<file path="src/rtl/nvm_seq_pkg.sv">
package nvm_seq_pkg;

  typedef enum logic [3:0] {
    ST_IDLE,
    ST_WSETUP,
    ST_WPULSE,
    ST_WHOLD,
    ST_TURN,
    ST_PREAD,
    ST_PGAP,
    ST_RBDLY,
    ST_RBWAIT,
    ST_CREAD,
    ST_RREAD,
    ST_RESP
  } seq_state_t;

  // nanoseconds to whole clock cycles, rounded up
  function automatic int unsigned ns_to_cyc(input int unsigned ns, input int unsigned per);
    return (ns + per - 1) / per;
  endfunction

  function automatic int unsigned umax(input int unsigned a, input int unsigned b);
    return (a > b) ? a : b;
  endfunction

endpackage

</file>
<file path="src/rtl/nvm_cnt.sv">
// Loadable down counter: a phase lasting N cycles loads N-1 on entry
// and ends in the cycle where zero is high.
module nvm_cnt #(
  parameter int W = 8
) (
  input  logic         clk,
  input  logic         rst_n,
  input  logic         load,
  input  logic [W-1:0] load_val,
  output logic         zero
);

  logic [W-1:0] cnt;

  always_ff @(posedge clk or negedge rst_n) begin
    if (!rst_n) begin
      cnt <= '0;
    end else if (load) begin
      cnt <= load_val;
    end else if (cnt != '0) begin
      cnt <= cnt - 1'b1;
    end
  end

  assign zero = (cnt == '0);

endmodule

</file>
<file path="src/rtl/nvm_poll_cmp.sv">
// Compares a sampled byte with the byte that was written.
module nvm_poll_cmp #(
  parameter int DW = 8
) (
  input  logic [DW-1:0] sample,
  input  logic [DW-1:0] written,
  output logic          top_hit,
  output logic          all_hit
);

  assign top_hit = (sample[DW-1] == written[DW-1]);
  assign all_hit = (sample == written);

endmodule

</file>
<file path="src/rtl/nvm_byte_ctrl.sv">
module nvm_byte_ctrl
  import nvm_seq_pkg::*;
#(
  parameter int AW           = 11,
  parameter int DW           = 8,
  parameter int CLK_NS       = 10,
  parameter int T_AS_NS      = 10,
  parameter int T_AH_NS      = 100,
  parameter int T_WP_NS      = 150,
  parameter int T_DS_NS      = 50,
  parameter int T_DH_NS      = 10,
  parameter int T_OES_NS     = 15,
  parameter int T_OEH_NS     = 15,
  parameter int T_ACC_NS     = 200,
  parameter int T_OE_NS      = 80,
  parameter int T_DB_NS      = 80,
  parameter int T_WC_MAX_NS  = 10000000
) (
  input  logic          clk,
  input  logic          rst_n,
  input  logic          wait_mode,
  input  logic          req_valid,
  output logic          req_ready,
  input  logic          req_write,
  input  logic [AW-1:0] req_addr,
  input  logic [DW-1:0] req_data,
  output logic          rsp_valid,
  input  logic          rsp_ready,
  output logic [DW-1:0] rsp_data,
  output logic          rsp_err,
  output logic [AW-1:0] mem_addr,
  output logic [DW-1:0] mem_dq_out,
  output logic          mem_dq_oe,
  input  logic [DW-1:0] mem_dq_in,
  output logic          mem_ce_n,
  output logic          mem_oe_n,
  output logic          mem_we_n,
  input  logic          mem_rdy_n
);

  localparam int unsigned PER    = int'(CLK_NS);
  localparam int unsigned AS_C   = ns_to_cyc(T_AS_NS, PER);
  localparam int unsigned AH_C   = ns_to_cyc(T_AH_NS, PER);
  localparam int unsigned WPR_C  = ns_to_cyc(T_WP_NS, PER);
  localparam int unsigned DS_C   = ns_to_cyc(T_DS_NS, PER);
  localparam int unsigned DH_C   = ns_to_cyc(T_DH_NS, PER);
  localparam int unsigned OES_C  = ns_to_cyc(T_OES_NS, PER);
  localparam int unsigned OEH_C  = ns_to_cyc(T_OEH_NS, PER);
  localparam int unsigned ACR_C  = ns_to_cyc(T_ACC_NS, PER);
  localparam int unsigned OER_C  = ns_to_cyc(T_OE_NS, PER);
  localparam int unsigned DBR_C  = ns_to_cyc(T_DB_NS, PER);
  localparam int unsigned TOR_C  = ns_to_cyc(T_WC_MAX_NS, PER);

  localparam int unsigned SU_C   = umax(1, umax(AS_C, OES_C));
  localparam int unsigned WP_C   = umax(1, umax(WPR_C, DS_C));
  localparam int unsigned AHX_C  = (AH_C > WP_C) ? AH_C - WP_C : 0;
  localparam int unsigned HOLD_C = umax(1, umax(AHX_C, umax(DH_C, OEH_C)));
  localparam int unsigned ACC_C  = umax(1, umax(ACR_C, OER_C));
  localparam int unsigned DB_C   = umax(1, DBR_C);
  localparam int unsigned TO_C   = umax(1, TOR_C);
  localparam int unsigned PH_MAX = umax(umax(SU_C, WP_C), umax(umax(HOLD_C, ACC_C), DB_C));
  localparam int          PH_W   = $clog2(PH_MAX + 1);
  localparam int          TO_W   = $clog2(TO_C + 1);
  localparam int          WL_W   = $clog2(WP_C + 2);

  localparam logic [PH_W-1:0] SU_V   = PH_W'(SU_C - 1);
  localparam logic [PH_W-1:0] WP_V   = PH_W'(WP_C - 1);
  localparam logic [PH_W-1:0] HOLD_V = PH_W'(HOLD_C - 1);
  localparam logic [PH_W-1:0] ACC_V  = PH_W'(ACC_C - 1);
  localparam logic [PH_W-1:0] DB_V   = PH_W'(DB_C - 1);
  localparam logic [TO_W-1:0] TO_V   = TO_W'(TO_C - 1);

  seq_state_t      state, nxt;
  logic [AW-1:0]   a_q;
  logic [DW-1:0]   d_q, rdat_q;
  logic            mode_q, hit_q, err_q;
  logic            ph_load, ph_zero, to_load, to_zero;
  logic [PH_W-1:0] ph_val;
  logic            top_hit, all_hit;

  nvm_cnt #(.W(PH_W)) u_phase (
    .clk(clk), .rst_n(rst_n), .load(ph_load), .load_val(ph_val), .zero(ph_zero)
  );

  nvm_cnt #(.W(TO_W)) u_tmo (
    .clk(clk), .rst_n(rst_n), .load(to_load), .load_val(TO_V), .zero(to_zero)
  );

  nvm_poll_cmp #(.DW(DW)) u_cmp (
    .sample(mem_dq_in), .written(d_q), .top_hit(top_hit), .all_hit(all_hit)
  );

  // request gate: ready/busy mode also waits for the line to release
  assign req_ready = (state == ST_IDLE) && (!wait_mode || mem_rdy_n);

  always_comb begin
    nxt     = state;
    ph_load = 1'b0;
    ph_val  = '0;
    to_load = 1'b0;
    case (state)
      ST_IDLE: begin
        if (req_valid && req_ready) begin
          ph_load = 1'b1;
          if (req_write) begin
            nxt    = ST_WSETUP;
            ph_val = SU_V;
          end else begin
            nxt    = ST_RREAD;
            ph_val = ACC_V;
          end
        end
      end
      ST_WSETUP: if (ph_zero) begin nxt = ST_WPULSE; ph_load = 1'b1; ph_val = WP_V; end
      ST_WPULSE: if (ph_zero) begin nxt = ST_WHOLD; ph_load = 1'b1; ph_val = HOLD_V; end
      ST_WHOLD:  if (ph_zero) begin nxt = ST_TURN; to_load = 1'b1; end
      ST_TURN: begin
        ph_load = 1'b1;
        if (mode_q) begin
          nxt    = ST_RBDLY;
          ph_val = DB_V;
        end else begin
          nxt    = ST_PREAD;
          ph_val = ACC_V;
        end
      end
      ST_PREAD: if (ph_zero) nxt = ST_PGAP;
      ST_PGAP: begin
        if (hit_q) begin
          nxt = ST_CREAD; ph_load = 1'b1; ph_val = ACC_V;
        end else if (to_zero) begin
          nxt = ST_RESP;
        end else begin
          nxt = ST_PREAD; ph_load = 1'b1; ph_val = ACC_V;
        end
      end
      ST_RBDLY: begin
        if (to_zero)      nxt = ST_RESP;
        else if (ph_zero) nxt = ST_RBWAIT;
      end
      ST_RBWAIT: begin
        if (mem_rdy_n) begin
          nxt = ST_CREAD; ph_load = 1'b1; ph_val = ACC_V;
        end else if (to_zero) begin
          nxt = ST_RESP;
        end
      end
      ST_CREAD, ST_RREAD: if (ph_zero) nxt = ST_RESP;
      ST_RESP: if (rsp_ready) nxt = ST_IDLE;
      default: nxt = ST_IDLE;
    endcase
  end

  always_ff @(posedge clk or negedge rst_n) begin
    if (!rst_n) begin
      state  <= ST_IDLE;
      a_q    <= '0;
      d_q    <= '0;
      mode_q <= 1'b0;
      hit_q  <= 1'b0;
      rdat_q <= '0;
      err_q  <= 1'b0;
    end else begin
      state <= nxt;
      case (state)
        ST_IDLE: begin
          if (req_valid && req_ready) begin
            a_q    <= req_addr;
            d_q    <= req_data;
            mode_q <= wait_mode;
            hit_q  <= 1'b0;
            err_q  <= 1'b0;
          end
        end
        ST_PREAD: begin
          if (ph_zero) begin
            hit_q  <= top_hit;
            rdat_q <= mem_dq_in;
          end
        end
        ST_PGAP, ST_RBDLY, ST_RBWAIT: begin
          if (nxt == ST_RESP) err_q <= 1'b1;
        end
        ST_CREAD: begin
          if (ph_zero) begin
            rdat_q <= mem_dq_in;
            err_q  <= !all_hit;
          end
        end
        ST_RREAD: begin
          if (ph_zero) begin
            rdat_q <= mem_dq_in;
            err_q  <= 1'b0;
          end
        end
        default: ;
      endcase
    end
  end

  // strobes decoded from the single state register
  assign mem_ce_n   = !(state inside {ST_WSETUP, ST_WPULSE, ST_WHOLD, ST_PREAD, ST_CREAD, ST_RREAD});
  assign mem_oe_n   = !(state inside {ST_PREAD, ST_CREAD, ST_RREAD});
  assign mem_we_n   = (state != ST_WPULSE);
  assign mem_dq_oe  = (state inside {ST_WSETUP, ST_WPULSE, ST_WHOLD});
  assign mem_addr   = a_q;
  assign mem_dq_out = d_q;
  assign rsp_valid  = (state == ST_RESP);
  assign rsp_data   = rdat_q;
  assign rsp_err    = err_q;

  // length of the current write-enable low pulse, for the width check
  logic [WL_W-1:0] we_len;
  always_ff @(posedge clk or negedge rst_n) begin
    if (!rst_n)        we_len <= '0;
    else if (!mem_we_n) we_len <= we_len + 1'b1;
    else               we_len <= '0;
  end

  assert_pulse_width_R3: assert property (@(posedge clk) disable iff (!rst_n)
    $rose(mem_we_n) |-> (we_len == WL_W'(WP_C)));

  assert_addr_stable_R3: assert property (@(posedge clk) disable iff (!rst_n)
    (!mem_we_n) |-> ($stable(mem_addr) && $stable(mem_dq_out) && mem_dq_oe));

  assert_no_write_in_read_R11: assert property (@(posedge clk) disable iff (!rst_n)
    (!mem_we_n) |-> (mem_oe_n && !mem_ce_n));

  assert_bus_free_on_read_R5: assert property (@(posedge clk) disable iff (!rst_n)
    (!mem_oe_n) |-> (!mem_dq_oe && !$past(mem_dq_oe)));

  assert_rsp_hold_R2: assert property (@(posedge clk) disable iff (!rst_n)
    (rsp_valid && !rsp_ready) |=> (rsp_valid && $stable(rsp_data) && $stable(rsp_err)));

  assert_one_outstanding_R2: assert property (@(posedge clk) disable iff (!rst_n)
    rsp_valid |-> !req_ready);

endmodule

</file>
<file path="config.mk">
export PLATFORM = sky130hd
export DESIGN_NAME = nvm_byte_ctrl
export DESIGN_NICKNAME = d
export VERILOG_FILES = /design/src/rtl/nvm_seq_pkg.sv /design/src/rtl/nvm_cnt.sv /design/src/rtl/nvm_poll_cmp.sv /design/src/rtl/nvm_byte_ctrl.sv
export SDC_FILE = /design/constraint.sdc
export NUM_CORES = 1
export LEC_CHECK = 0
export BUFFER_PORTS_ARGS = -buffer_cell sky130_fd_sc_hd__buf_2
export CORE_ASPECT_RATIO = 1.2
export CORE_MARGIN = 1
export CORE_UTILIZATION = 29
export CTS_BUF_LIST = sky130_fd_sc_hd__clkbuf_16
export DETAILED_ROUTE_END_ITERATION = 8
export GPL_TIMING_DRIVEN = 0
export PLACE_DENSITY = 0.6
export SLEW_MARGIN = 10
export SYNTH_ARGS = -nofsm -noshare
export SYNTH_HDL_FRONTEND = slang
export SYNTH_SLANG_ARGS = --single-unit
</file>
<file path="constraint.sdc">
create_clock -name clk -period 2 [get_ports clk]
set_input_delay 0.4 -clock clk [delete_from_list [all_inputs] [get_ports clk]]
set_output_delay 0.4 -clock clk [all_outputs]
set_load 0.02 [all_outputs]
</file>
Yosys cells after proc, flatten, opt, wreduce, memory -nomap -nowiden. Index checks and enable logic that the tools add are counted.

Register bits after elaboration: 59. Word-level logic and storage cells: 101. Output and inout bits: 34. Input port bits: 34.

Add/subtract/negate cells: 2. Mux-type cells: 43. Equal/unequal tests: 20. Reduce and logical (&&, ||, !) cells: 27.

Operators by type and width (number): $mux 4 (15); $pmux 4 s11 (1); $mux 20 (2); $mux 5 (8); $pmux 5 s6 (1); $eq 4x4->1 const B (5); $logic_not 20->1 (1); $reduce_bool 20->1 (1); $sub 20x1->20 const B (1); $eq 4x3->1 const B (4); $mux 1 (12); $eq 4x2->1 const B (2); $eq 8x8->1 (1); $ne 2x2->1 const B (4); $reduce_bool 2->1 (3); $reduce_bool 3->1 (2); $reduce_bool 6->1 (1); $reduce_or 3->1 (2); $logic_not 5->1 (1); $pmux 1 s5 (1); $reduce_and 5->1 (1); $reduce_bool 5->1 (1); $sub 5x1->5 const B (1); $eq 4x1->1 const B (1); other kinds (14) (20).

Longest topological paths before layout.
Word-level depth: 9. Mapped depth: 8. Gate-level depth less buffers: 7.

Modules after synthesis. Synthesis repeated with hierarchy kept, for this count alone.

Cell total of the unflattened synthesis: 332. Area total of the unflattened synthesis: 3388.2 um^2.

By module, submodules not included: nvm_byte_ctrl (cells each 167, sequential area each 850.8 um^2, area each 1838.0 um^2, instances 1); nvm_cnt at u_tmo (cells each 127, sequential area each 500.5 um^2, area each 1184.9 um^2, instances 1); nvm_cnt at u_phase (cells each 27, sequential area each 125.1 um^2, area each 279.0 um^2, instances 1); nvm_poll_cmp (cells each 11, sequential area each 0.0 um^2, area each 86.3 um^2, instances 1).

Worst setup path before layout. OpenSTA, ideal clock, no wires.

Path kind: register -> output. From: register state[1]. To: output port mem_ce_n. Path buffers: 1. Cell stages (with the launch flop): 6. Setup slack: -211 ps. Required time: 1600 ps. Data arrival time: 1811 ps. Cell sequence: dfrtp_1 clkbuf_1 xnor2_1 nor2_1 a31oi_1 nor2b_1.

Cells in the longest elaborated chain, start to end: 3. Elaborated cells on any way between the ends: 8. Classes of those cells: eq/ne (6); reduce/logical (2).

RTL lines: start: declaration (line nvm_byte_ctrl.sv:73) `seq_state_t state, nxt;`; start signal: assignment (line nvm_byte_ctrl.sv:164) `state <= nxt;`; $eq 4x1->1 (tied with other cells) (line nvm_byte_ctrl.sv:202) `assign mem_ce_n = !(state inside {ST_WSETUP, ST_WPULSE, ST_WHOLD, ST_PREAD, ST_CREAD, ST_RREAD});`; $reduce_bool 6->1 * (line nvm_byte_ctrl.sv:202); $logic_not 1->1 * (line nvm_byte_ctrl.sv:202); end: declaration (line nvm_byte_ctrl.sv:35) `output logic mem_ce_n,`.

Every way passes the cells marked *; elsewhere a longest branch is shown, timed or not.

Final worst setup path.
From: register u_tmo.cnt[3]. To: register u_tmo.cnt[19].

Cells in the longest elaborated chain, start to end: 3. Elaborated cells on any way between the ends: 5. Classes of those cells: add/sub (1); mux (2); reduce/logical (2).

RTL lines: start: declaration (line nvm_cnt.sv:13) `logic [W-1:0] cnt;`; start signal: assignment (line nvm_cnt.sv:19) `cnt <= load_val;`; start signal: assignment (line nvm_cnt.sv:21) `cnt <= cnt - 1'b1;`; $sub 20x1->20 (line nvm_cnt.sv:21); $mux 20 (line nvm_cnt.sv:20) `end else if (cnt != '0) begin`; $mux 20 (line nvm_cnt.sv:18) `end else if (load) begin`.

Parallel ways exist; a longest one is shown, timed or not. The select of a mux whose other input is x is not followed. A chain may end at the register's enable or synchronous reset.

==> results.json <==
{
  "area_growth_pct": 41.8,
  "startpoint_type": "register",
  "cts_buffers": 9,
  "synth_fa_ha_area_share_pct": 1.21,
  "antenna_found_initial": 0,
  "rsz0062_at_grt": "yes",
  "cp_num_buf_inv": 1,
  "grt_pass1_vias": 2647,
  "cp_slowest_cell": "or4_4",
  "drv_slew": 0,
  "wl_mm": 8.19,
  "synth-compound-area-share_pct": 11.0,
  "dieArea_sq_um": 11100,
  "final_nets": 430,
  "drc": 0,
  "cp.required_ns": 2.27,
  "track_usage_pct": 15.3,
  "post-dp-hpwl_mm": 5.37,
  "die_w_um": 96.4,
  "fin_crit_sh_pct": 102,
  "synthMuxAreaShare_pct": 10.2,
  "dpl_worst_slack_ns": -0.384,
  "numPortBuffers": 67,
  "final_layout_size_suffix_gt1_share_pct": 46.0,
  "reg2reg_slack_ns": -0.04,
  "antenna_cells": 0,
  "grt_pass1_wl_mm": 12.9,
  "synth_cell_type_count": 53,
  "viasPerCell": 5.20,
  "synth_edf_count": 0,
  "grt_overflow": 0,
  "arrival_ns": 2.31,
  "worstMarginPinSlew_ns": 0.766,
  "crit_start": "u_tmo.cnt[3]",
  "postCtsHoldBufs": 0,
  "setup_violations": 5,
  "initial_core_util_pct": 29.6,
  "numClockSinks": 59,
  "ant_nets": 0,
  "gp_congestion": 0.873,
  "cp-end-kind": "register",
  "slowest_delay_ns": 0.55,
  "rr_worst_depth": 6,
  "synth_area_sq_um": 3100,
  "synth_largest_area_cell": "dfrtp_1",
  "root_buffer": "clkbuf_16",
  "yosys.area_share.simple_pct": 21.2,
  "r2r_end": "u_tmo.cnt[19]",
  "drtIter0Drc": 168,
  "fin_crit_ns": 2.04,
  "synth.top_cell.area_share_pct": 47.6,
  "cts_htree_levels": 3,
  "post_drt_wl_per_cell_um": 15.5,
  "setup_ws_ns": -0.0417,
  "ys_async_sr_fraction_pct": 100,
  "cts_tree": "done",
  "die_height_um": 115,
  "drv_cap": 0,
  "synthTopCellsByArea": "dfrtp_1 (48%), mux2_2 (7.3%), xnor2_1 (4.5%), mux2_1 (2.9%), nand2_1 (2.5%)",
  "hold_viol_final": 0,
  "leakage_nw": 1.93,
  "synth_xor_area_share_pct": 5.93,
  "cellPowerDensity_nw_per_um2": 1670,
  "crit_path_end": "u_tmo.cnt[19]",
  "power.total_mw": 7.32,
  "ioPinCount": 68,
  "crit_type": "register to register",
  "placementRows": 41,
  "synth_cells": 300,
  "synth-main-ff-cell": "dfrtp_1",
  "synth_seq_area_share_pct": 47.6,
  "vias": 2743,
  "synthesis.nets": 337,
  "first_pass_iters": 4,
  "maxSlewHeadroom_pct": 48.9,
  "synth_top_family_by_area": "simple AND/OR/NAND/NOR gates",
  "clk_path_buf_depth": 2,
  "timing.fmax_mhz": 490,
  "syn_avg_cell_area_sq_um": 10.3,
  "clock_latency_ns": 0.33,
  "synth_seq_cells": 59,
  "worstPathMaxFanout": 5,
  "path_delay_family": "simple AND/OR/NAND/NOR gates",
  "finClkSkew_ns": 0.00696,
  "yosys_warnings": 0,
  "violations": "setup timing",
  "clkTransAtPathRegs_ns": 0.06,
  "crit-reg2reg-launch": "u_tmo.cnt[3]",
  "cp.depth": 6,
  "core_sq_um": 10500,
  "status": "complete, but fails checks",
  "path_cells": "or4_4 -> nor4_4 -> o211ai_1 -> buf_4 -> or4_1 -> nand3_1",
  "grt_max_degree": 60,
  "vdd_drop_max_uv": 951,
  "hp-class": "primary input to asynchronous set/reset pin"
}
==> power by group <==
part | leakage (nW) | internal [mW] | switching (mW) | total (mW)
Sequential | 0.725 | 1.76 | 0.585 | 2.34
Clock | 0.160 | 1.10 | 0.602 | 1.70
Combinational | 1.05 | 1.53 | 1.76 | 3.28
Total | 1.93 | 4.38 | 2.94 | 7.32
==> metrics by stage <==
stage	cell area (sq um)	hold slack, ns	cells	setup TNS [ns]	util [%]
after floorplan	3110	0.104	300	0	-
after global placement	3610	0.465	496	-10.44	34.5
after detailed placement	3610	0.474	496	-11.63	34.5
after CTS	4120	0.185	517	-0.292	39.3
after global routing	4400	0.202	527	-0.870	42.0
final	4400	0.131	527	-0.0936	42.0
==> cell type report <==
type	instances	area [sq um]
well taps	129	161
clock buffers	9	225
repair buffers	85	505
multi-input cells	218	1790
flip-flops and latches	59	1480
fillers	1029	6070
clock inverters	7	100
plain buffers	13	98.8
inverters	7	30.0
==> per-layer routing <==
metal | vias to the layer above | global-route usage (%) | part of all wire, %
li1 | 1293 | - | -
met1 | 1342 | 19.4 | 43
met2 | 92 | 24.2 | 49
met3 | 16 | 4.43 | 5.2
met4 | 0 | 6.47 | 2.2
met5 | - | 0 | 0
==> registers in the layout, indices dropped and copies added, names as in the netlist <==
register	cells
hit_q	1
mem_addr	11
mem_dq_out	8
mode_q	1
rsp_data	8
rsp_err	1
state	4
u_phase.cnt	5
u_tmo.cnt	20
==> worst register-to-register path: stages, from the launching register on <==
cell and delay, ns:
dfrtp_2 0.44, or4_4 0.55, nor4_4 0.16, o211ai_1 0.16, buf_4 0.20, or4_1 0.40, nand3_1 0.08
==> cells in the final DEF, fill, tap and decap left out, drive strengths merged, types with 7 or more instances in the layout <==
| cell type | n |
|---|---|
| o21ai | 14 |
| nand4 | 8 |
| inv | 8 |
| nor2 | 18 |
| xnor2 | 16 |
| nand3 | 13 |
| buf | 91 |
| a21oi | 11 |
| nor4 | 7 |
| clkbuf | 16 |
| nand2 | 21 |
| mux2 | 28 |
| dfrtp | 59 |
| or4 | 8 |
| nor3 | 7 |
==> how the worst min path moves through the flow <==
stage / endpoint / startpoint / slack, ns
after CTS: mem_addr[5] / rst_n / 0.19
after global placement: rsp_data[7] / rsp_data[7] / 0.47
final: u_tmo.cnt[1] / rst_n / 0.13
after global routing: u_tmo.cnt[19] / rst_n / 0.20
after floorplan: hit_q / rst_n / 0.10
after detailed placement: rsp_data[6] / rsp_data[6] / 0.47
==> logic make-up (layout without fill, tap and decap cells) <==
group                    after synthesis  count (layout)
adder cells (fa/ha/maj)                3               3
AND/OR/NAND/NOR                      113             113
multiplexers                          28              28
AO/OA/AOI/OAI                         53              53
flip-flops                            59              59
buffers and inverters                 23             121
XOR/XNOR                              21              21
==> synth_stat cells (7+ instances only) <==
cell type	number
dfrtp_1	59
nand2_1	21
mux2_2	20
nor2_1	17
xnor2_1	16
nand3_1	13
o21ai_0	12
a21oi_1	11
clkbuf_1	11
mux2_1	8
nand4_1	8
inv_1	7
or4_1	7
==> repair_timing <==
item                                    CTS  global route
endpoints found under the setup margin   60            57
resized for setup                        33            54
pin swaps                                 9            11
cloned                                    1             1
buffers inserted                          6            10
No activity file was read; power rests on OpenSTA's default activity.
